### src/rtl/sar_pkg.sv
package sar_pkg;

    localparam int RES_W        = 8;
    localparam int CH_W         = 3;
    localparam int TOTAL_TICKS  = 160;
    localparam int SAMPLE_TICKS = 12;
    localparam int TRIAL_TICKS  = (TOTAL_TICKS - SAMPLE_TICKS) / RES_W;
    localparam int SPARE_TICKS  = TOTAL_TICKS - SAMPLE_TICKS - RES_W * TRIAL_TICKS;
    localparam int PHI_DIV_A    = 2;
    localparam int PHI_DIV_B    = 4;
    localparam int PHI_DIV_C    = 16;
    localparam int MAX_RATIO    = 2 * PHI_DIV_C;
    localparam int DIV_W        = $clog2(MAX_RATIO);
    localparam int CNT_W        = $clog2(TOTAL_TICKS);

    typedef enum logic [1:0] {
        RATE_DIV2  = 2'b00,
        RATE_DIV4  = 2'b01,
        RATE_RSVD  = 2'b10,
        RATE_DIV16 = 2'b11
    } rate_e;

    typedef enum logic [1:0] {
        PH_IDLE,
        PH_SAMPLE,
        PH_TRIAL,
        PH_SETTLE
    } phase_e;

    // System clocks per conversion period; the reserved code folds onto the slowest rate.
    function automatic int unsigned div_ratio(input logic [1:0] sel, input logic full);
        int unsigned phi;
        case (rate_e'(sel))
            RATE_DIV2: phi = PHI_DIV_A;
            RATE_DIV4: phi = PHI_DIV_B;
            default:   phi = PHI_DIV_C;
        endcase
        return full ? phi : 2 * phi;
    endfunction

endpackage

### src/rtl/sar_rate_div.sv
module sar_rate_div
    import sar_pkg::*;
(
    input  logic       clk,
    input  logic       rst,
    input  logic       restart,
    input  logic [1:0] rate_sel,
    input  logic       fadc_full,
    output logic       tick
);

    logic [DIV_W-1:0] cnt;
    logic [DIV_W-1:0] lim;

    always_ff @(posedge clk) begin
        if (rst) begin
            cnt <= '0;
            lim <= '0;
        end else if (restart) begin
            cnt <= '0;
            lim <= DIV_W'(div_ratio(rate_sel, fadc_full) - 1);
        end else if (cnt == lim) begin
            cnt <= '0;
        end else begin
            cnt <= cnt + 1'b1;
        end
    end

    assign tick = (cnt == lim);

endmodule

### src/rtl/sar_ctrl.sv
module sar_ctrl
    import sar_pkg::*;
#(
    parameter int W = RES_W
) (
    input  logic clk,
    input  logic rst,
    input  logic accept,
    input  logic tick,
    output logic sar_clr,
    output logic sar_load,
    output logic sar_step,
    output logic finish,
    output logic busy,
    output logic sampling
);

    localparam int IDX_W = $clog2(W);

    phase_e           phase;
    logic [CNT_W-1:0] cnt;
    logic [IDX_W-1:0] idx;
    logic             samp_end, trial_end, last_bit, settle_end;

    always_comb begin
        samp_end   = tick && (phase == PH_SAMPLE) && (cnt == CNT_W'(SAMPLE_TICKS - 1));
        trial_end  = tick && (phase == PH_TRIAL)  && (cnt == CNT_W'(TRIAL_TICKS - 1));
        last_bit   = (idx == IDX_W'(W - 1));
        settle_end = tick && (phase == PH_SETTLE) && (cnt == CNT_W'(SPARE_TICKS - 1));
        sar_clr    = accept;
        sar_load   = samp_end;
        sar_step   = trial_end;
        finish     = (SPARE_TICKS == 0) ? (trial_end && last_bit) : settle_end;
        busy       = (phase != PH_IDLE);
        sampling   = (phase == PH_SAMPLE);
    end

    always_ff @(posedge clk) begin
        if (rst) begin
            phase <= PH_IDLE;
            cnt   <= '0;
            idx   <= '0;
        end else begin
            case (phase)
                PH_IDLE: if (accept) begin
                    phase <= PH_SAMPLE;
                    cnt   <= '0;
                    idx   <= '0;
                end
                PH_SAMPLE: if (tick) begin
                    if (samp_end) begin
                        phase <= PH_TRIAL;
                        cnt   <= '0;
                    end else begin
                        cnt <= cnt + 1'b1;
                    end
                end
                PH_TRIAL: if (tick) begin
                    if (trial_end) begin
                        cnt <= '0;
                        if (last_bit) phase <= (SPARE_TICKS == 0) ? PH_IDLE : PH_SETTLE;
                        else          idx   <= idx + 1'b1;
                    end else begin
                        cnt <= cnt + 1'b1;
                    end
                end
                default: if (tick) begin
                    if (settle_end) phase <= PH_IDLE;
                    else            cnt   <= cnt + 1'b1;
                end
            endcase
        end
    end

endmodule

### src/rtl/sar_approx.sv
module sar_approx
    import sar_pkg::*;
#(
    parameter int W = RES_W
) (
    input  logic         clk,
    input  logic         rst,
    input  logic         clr,
    input  logic         load,
    input  logic         step,
    input  logic         cmp_hi,
    output logic [W-1:0] code
);

    logic [W-1:0] mask;

    always_ff @(posedge clk) begin
        if (rst || clr) begin
            code <= '0;
            mask <= '0;
        end else if (load) begin
            mask <= {1'b1, {(W-1){1'b0}}};
            code <= {1'b1, {(W-1){1'b0}}};
        end else if (step) begin
            // keep or drop the bit under trial, then raise the next one
            code <= (cmp_hi ? code : (code & ~mask)) | (mask >> 1);
            mask <= mask >> 1;
        end
    end

endmodule

### src/rtl/sar_seq.sv
module sar_seq
    import sar_pkg::*;
#(
    parameter int W  = RES_W,
    parameter int CW = CH_W
) (
    input  logic          clk,
    input  logic          rst,
    input  logic          start_req,
    input  logic [CW-1:0] chan_req,
    input  logic [1:0]    rate_sel,
    input  logic          fadc_full,
    input  logic          result_rd,
    input  logic          cmp_hi,
    output logic [W-1:0]  dac_code,
    output logic [CW-1:0] mux_sel,
    output logic          sampling,
    output logic          busy,
    output logic          done,
    output logic [W-1:0]  result,
    output logic          irq
);

    logic accept, tick, sar_clr, sar_load, sar_step, finish;

    assign accept = start_req && !busy;

    sar_rate_div u_div (
        .clk       (clk),
        .rst       (rst),
        .restart   (accept),
        .rate_sel  (rate_sel),
        .fadc_full (fadc_full),
        .tick      (tick)
    );

    sar_ctrl #(.W(W)) u_ctrl (
        .clk      (clk),
        .rst      (rst),
        .accept   (accept),
        .tick     (tick),
        .sar_clr  (sar_clr),
        .sar_load (sar_load),
        .sar_step (sar_step),
        .finish   (finish),
        .busy     (busy),
        .sampling (sampling)
    );

    sar_approx #(.W(W)) u_sar (
        .clk    (clk),
        .rst    (rst),
        .clr    (sar_clr),
        .load   (sar_load),
        .step   (sar_step),
        .cmp_hi (cmp_hi),
        .code   (dac_code)
    );

    always_ff @(posedge clk) begin
        if (rst) begin
            done    <= 1'b0;
            irq     <= 1'b0;
            result  <= '0;
            mux_sel <= '0;
        end else begin
            irq <= finish;
            if (finish) begin
                done   <= 1'b1;
                result <= dac_code;
            end else if (accept || result_rd) begin
                done <= 1'b0;
            end
            if (accept) mux_sel <= chan_req;
        end
    end

endmodule

### config.mk
export PLATFORM = sky130hd
export DESIGN_NAME = sar_seq
export DESIGN_NICKNAME = d
export VERILOG_FILES = /design/src/rtl/sar_pkg.sv /design/src/rtl/sar_rate_div.sv /design/src/rtl/sar_ctrl.sv /design/src/rtl/sar_approx.sv /design/src/rtl/sar_seq.sv
export SDC_FILE = /design/constraint.sdc
export NUM_CORES = 1
export LEC_CHECK = 0
export BUFFER_PORTS_ARGS = -buffer_cell sky130_fd_sc_hd__buf_4
export CAP_MARGIN = 10
export CORE_ASPECT_RATIO = 1.75
export CORE_MARGIN = 2
export CORE_UTILIZATION = 30
export CTS_BUF_LIST = sky130_fd_sc_hd__clkbuf_4 sky130_fd_sc_hd__clkbuf_8
export DETAILED_ROUTE_END_ITERATION = 16
export MAX_ROUTING_LAYER = met4
export PLACE_DENSITY_LB_ADDON = 0.15
export SLEW_MARGIN = 20
export SYNTH_ARGS = -nofsm -noshare
export SYNTH_HDL_FRONTEND = slang
export SYNTH_HIERARCHICAL = 1
export SYNTH_SLANG_ARGS = --single-unit
### constraint.sdc
create_clock -name clk -period 2.5 [get_ports clk]
set_clock_uncertainty 0.2 [all_clocks]
set_input_delay 0.5 -clock clk [delete_from_list [all_inputs] [get_ports clk]]
set_output_delay 0.5 -clock clk [all_outputs]
set_load 0.02 [all_outputs]
==> flow_metrics.env <==
export IMPL_cts_tree="done"
export IMPL_cts_sinks=52
export IMPL_slowest_delay_ns=0.34
export IMPL_start_kind="register"
export IMPL_cp_slowest_cell="dfxtp_1"
export IMPL_outcome="finished clean"
export IMPL_hold_class="in2reg"
export IMPL_period_share_pct=96.14
export IMPL_grt_pass1_wl_um=9749
export IMPL_initial_core_util_pct=30.64
export IMPL_sequentialPowerShare_pct=40.5
export IMPL_die_w_um=73.42
export IMPL_yosys_register_bits=52
export IMPL_core_area_um2=8258
export IMPL_ctsHoldBuffers=0
export IMPL_yosysUniqueCellTypes=54
export IMPL_clk_latency_ns=0.32
export IMPL_required_ns=2.53
export IMPL_vias=2080
export IMPL_critPathTopFamily="simple AND/OR/NAND/NOR gates"
export IMPL_dp_final_hpwl_um=4276
export IMPL_worstPathMaxFanout=8
export IMPL_p_int_mw=1.460
export IMPL_worst_pin_slew_ns=0.4254
export IMPL_die_height_um=125.5
export IMPL_numCtsBuffers=5
export IMPL_cp_end_kind="register"
export IMPL_drt_total_wl_um=6018
export IMPL_first_pass_iters=4
export IMPL_cts_buffer_depth=2
export IMPL_arrival_ns=2.43
export IMPL_power_mw=2.277
export IMPL_yosys_warnings=6
export IMPL_peakVddDrop_mv=0.6578
export IMPL_fp_row_count=44
export IMPL_max_slew_margin_pct=71.64
export IMPL_power_switching_share_pct=35.89
export IMPL_clk_pin_slew_worst_paths_ns=0.10
export IMPL_io_pins=34
export IMPL_cp_cell_sequence="xor2_1, nor3_2, and2_4, clkinvlp_4, buf_4, nor4_4, buf_6, buf_12, nand2_1, a311oi_1"
export IMPL_yosys_top_cells_area="dfxtp_1, ha_1, a21oi_1"
export IMPL_root_buffer="clkbuf_8"
export IMPL_fmax_ghz=0.4161
export IMPL_antenna_found_initial=0
export IMPL_grt_use_total_pct=13.88
export IMPL_stdcell_area_um2=3147
export IMPL_setup_viol=0
export IMPL_avgSynthCellArea_um2=9.370
export IMPL_slew_violations=0
export IMPL_synthCells=270
export IMPL_via_per_inst=5.073
export IMPL_io_buffer_count=33
export IMPL_hold_violations=0
export IMPL_synthesis_area_um2=2530
export IMPL_p_comb_share_pct=37.0
export IMPL_grt_max_degree=39
export IMPL_critPathKind="reg2reg"
export IMPL_gr_total_overflow=0
export IMPL_drive_gt1_share_pct=29.56
export IMPL_yosys_area_top_type="dfxtp_1"
export IMPL_ant_nets=0
export IMPL_p_leak_nw=1.208
export IMPL_synth_net_count=292
export IMPL_first_global_vias=2049
export IMPL_drtIter0Drc=87
export IMPL_switching_power_mw=0.8170
export IMPL_gp_congestion=0.8207
export IMPL_yosysTopAreaCellShare_pct=41.15
export IMPL_critPathBufInv=4
export IMPL_dieArea_um2=9213
export IMPL_min_period_ns=2.404
export IMPL_syn_to_final_growth_pct=24.38
export IMPL_drv_cap=0
export IMPL_power_density_nw_per_um2=723.5
export IMPL_clkPwrFrac_pct=22.5
export IMPL_ys_seq_area_share_pct=41.15
export IMPL_cts_max_level=2
export IMPL_placed_area_um2=2933
export IMPL_post_drt_wl_per_cell_um=14.68
export IMPL_nNetsFinal=339
export IMPL_drc=0
export IMPL_finalSetupTns_ns=0
export IMPL_diodes=0
cells in the mapped netlist, drive strengths merged:
master,instances
a2111oi,3
a211oi,2
a21o,1
a21oi,25
a221o,1
a311oi,8
a31oi,3
and2,1
and3,3
and4,2
and4bb,1
buf,11
clkbuf,4
dfxtp,52
ha,11
inv,12
mux2,1
mux2i,12
nand2,16
nand2b,12
nand3,7
nand3b,4
nor2,31
nor2b,2
nor3,7
nor3b,2
nor4,3
nor4bb,1
o21ai,5
o21bai,1
o31ai,2
o41ai,3
or2,1
or3,3
or3b,1
or4,2
or4b,2
xnor2,4
xor2,8
final cells by class:
type	instances	area (um^2)
flip-flops and latches	52	1044
well taps	92	115.1
clock buffers	5	68.82
fillers	845	5111
multi-input cells	191	1415
inverters	12	48.80
clock inverters	3	26.28
repair buffers	55	429.2
state kept, by name, summed over array words and instances, names as in the netlist:
name	cells
u_sar/code	8
done	1
u_div/cnt	5
u_ctrl/cnt	8
result	8
mux_sel	3
u_ctrl/idx	3
u_div/lim	5
u_sar/mask	8
u_ctrl/phase	2
irq	1
power groups by stage:
| stage | sequential [mW] | combinational (mW) | clock (mW) |
|---|---|---|---|
| after floorplan | 0.936 | 0.543 | 0 |
| after global placement | 0.937 | 0.768 | 0 |
| after detailed placement | 0.940 | 0.760 | 0 |
| after CTS | 0.921 | 0.768 | 0.539 |
| after global routing | 0.930 | 0.929 | 0.560 |
| final | 0.923 | 0.842 | 0.512 |
stage by stage:
| step | hold slack [ns] | std cells | utilization, % | worst slack [ns] |
|---|---|---|---|---|
| finish | 0.2119 | 410 | 38.11 | 0.09647 |
| global route | 0.2104 | 410 | 38.11 | -0.01140 |
| CTS | 0.2023 | 406 | 36.71 | 0.04604 |
| detailed placement | 0.2520 | 398 | 35.52 | 0.01924 |
| global placement | 0.2406 | 398 | 35.52 | -0.02494 |
| floorplan | 0.2249 | 270 | - | 0.02835 |
worst paths after layout:
| check | slack (ns) | cells past startpoint | start | endpoint |
|---|---|---|---|---|
| max | 0.1 | 10 | u_div/lim[0] | u_sar/code[2] |
| min reg2reg | 0.27 | 1 | u_div/cnt[0] | u_div/cnt[0] |
| min | 0.21 | 3 | chan_req[0] | mux_sel[0] |
| max reg2reg | 0.1 | 10 | u_div/lim[0] | u_sar/code[2] |
worst reg2reg max path: stages, from the launching register on:
cell and delay, ns:
dfxtp_1 0.34, xor2_1 0.17, nor3_2 0.21, and2_4 0.19
clkinvlp_4 0.10, buf_4 0.16, nor4_4 0.28, buf_6 0.18
buf_12 0.12, nand2_1 0.07, a311oi_1 0.29
layout by cell type (no fill, tap or decap), drive strengths merged, types with 2 or more instances in the layout:
cell type / n
nand3b: 4
ha: 11
or3: 3
buf: 54
inv: 12
nand2b: 12
a2111oi: 3
dfxtp: 52
nor3: 7
and3: 3
nand3: 7
nor2b: 2
xor2: 8
nand2: 16
clkbuf: 6
clkinvlp: 3
or4b: 2
nor4: 3
mux2i: 12
nor2: 31
or4: 2
a211oi: 2
a31oi: 3
nor3b: 2
a21oi: 25
o21ai: 5
a311oi: 8
and4: 2
o31ai: 2
o41ai: 3
xnor2: 4
per-layer routing:
metal	part of all wire, %	global-route usage, %	wire length [um]
met4	2.2	5.668	134
met1	40	14.84	2404
met5	0	-	0
met2	56	24.64	3345
met3	2.2	2.176	133
kinds of logic (layout without fill, tap and decap cells):
logic type	after synthesis	after routing	synth area share [%]
buf+inv	27	75	5.786
flops	52	52	41.15
simple gates	101	101	21.91
compound gates	54	54	16.37
fa+ha+maj	11	11	5.440
xor+xnor	12	12	4.154
mux	13	13	5.193
timing repair:
action                                  in CTS  in global routing
buffers inserted                             0                  3
pin swaps                                    0                  6
gates resized for setup                      1                 18
endpoints found under the setup margin       1                 20
gates cloned                                 0                  1
No activity file was read; power rests on OpenSTA's default activity.
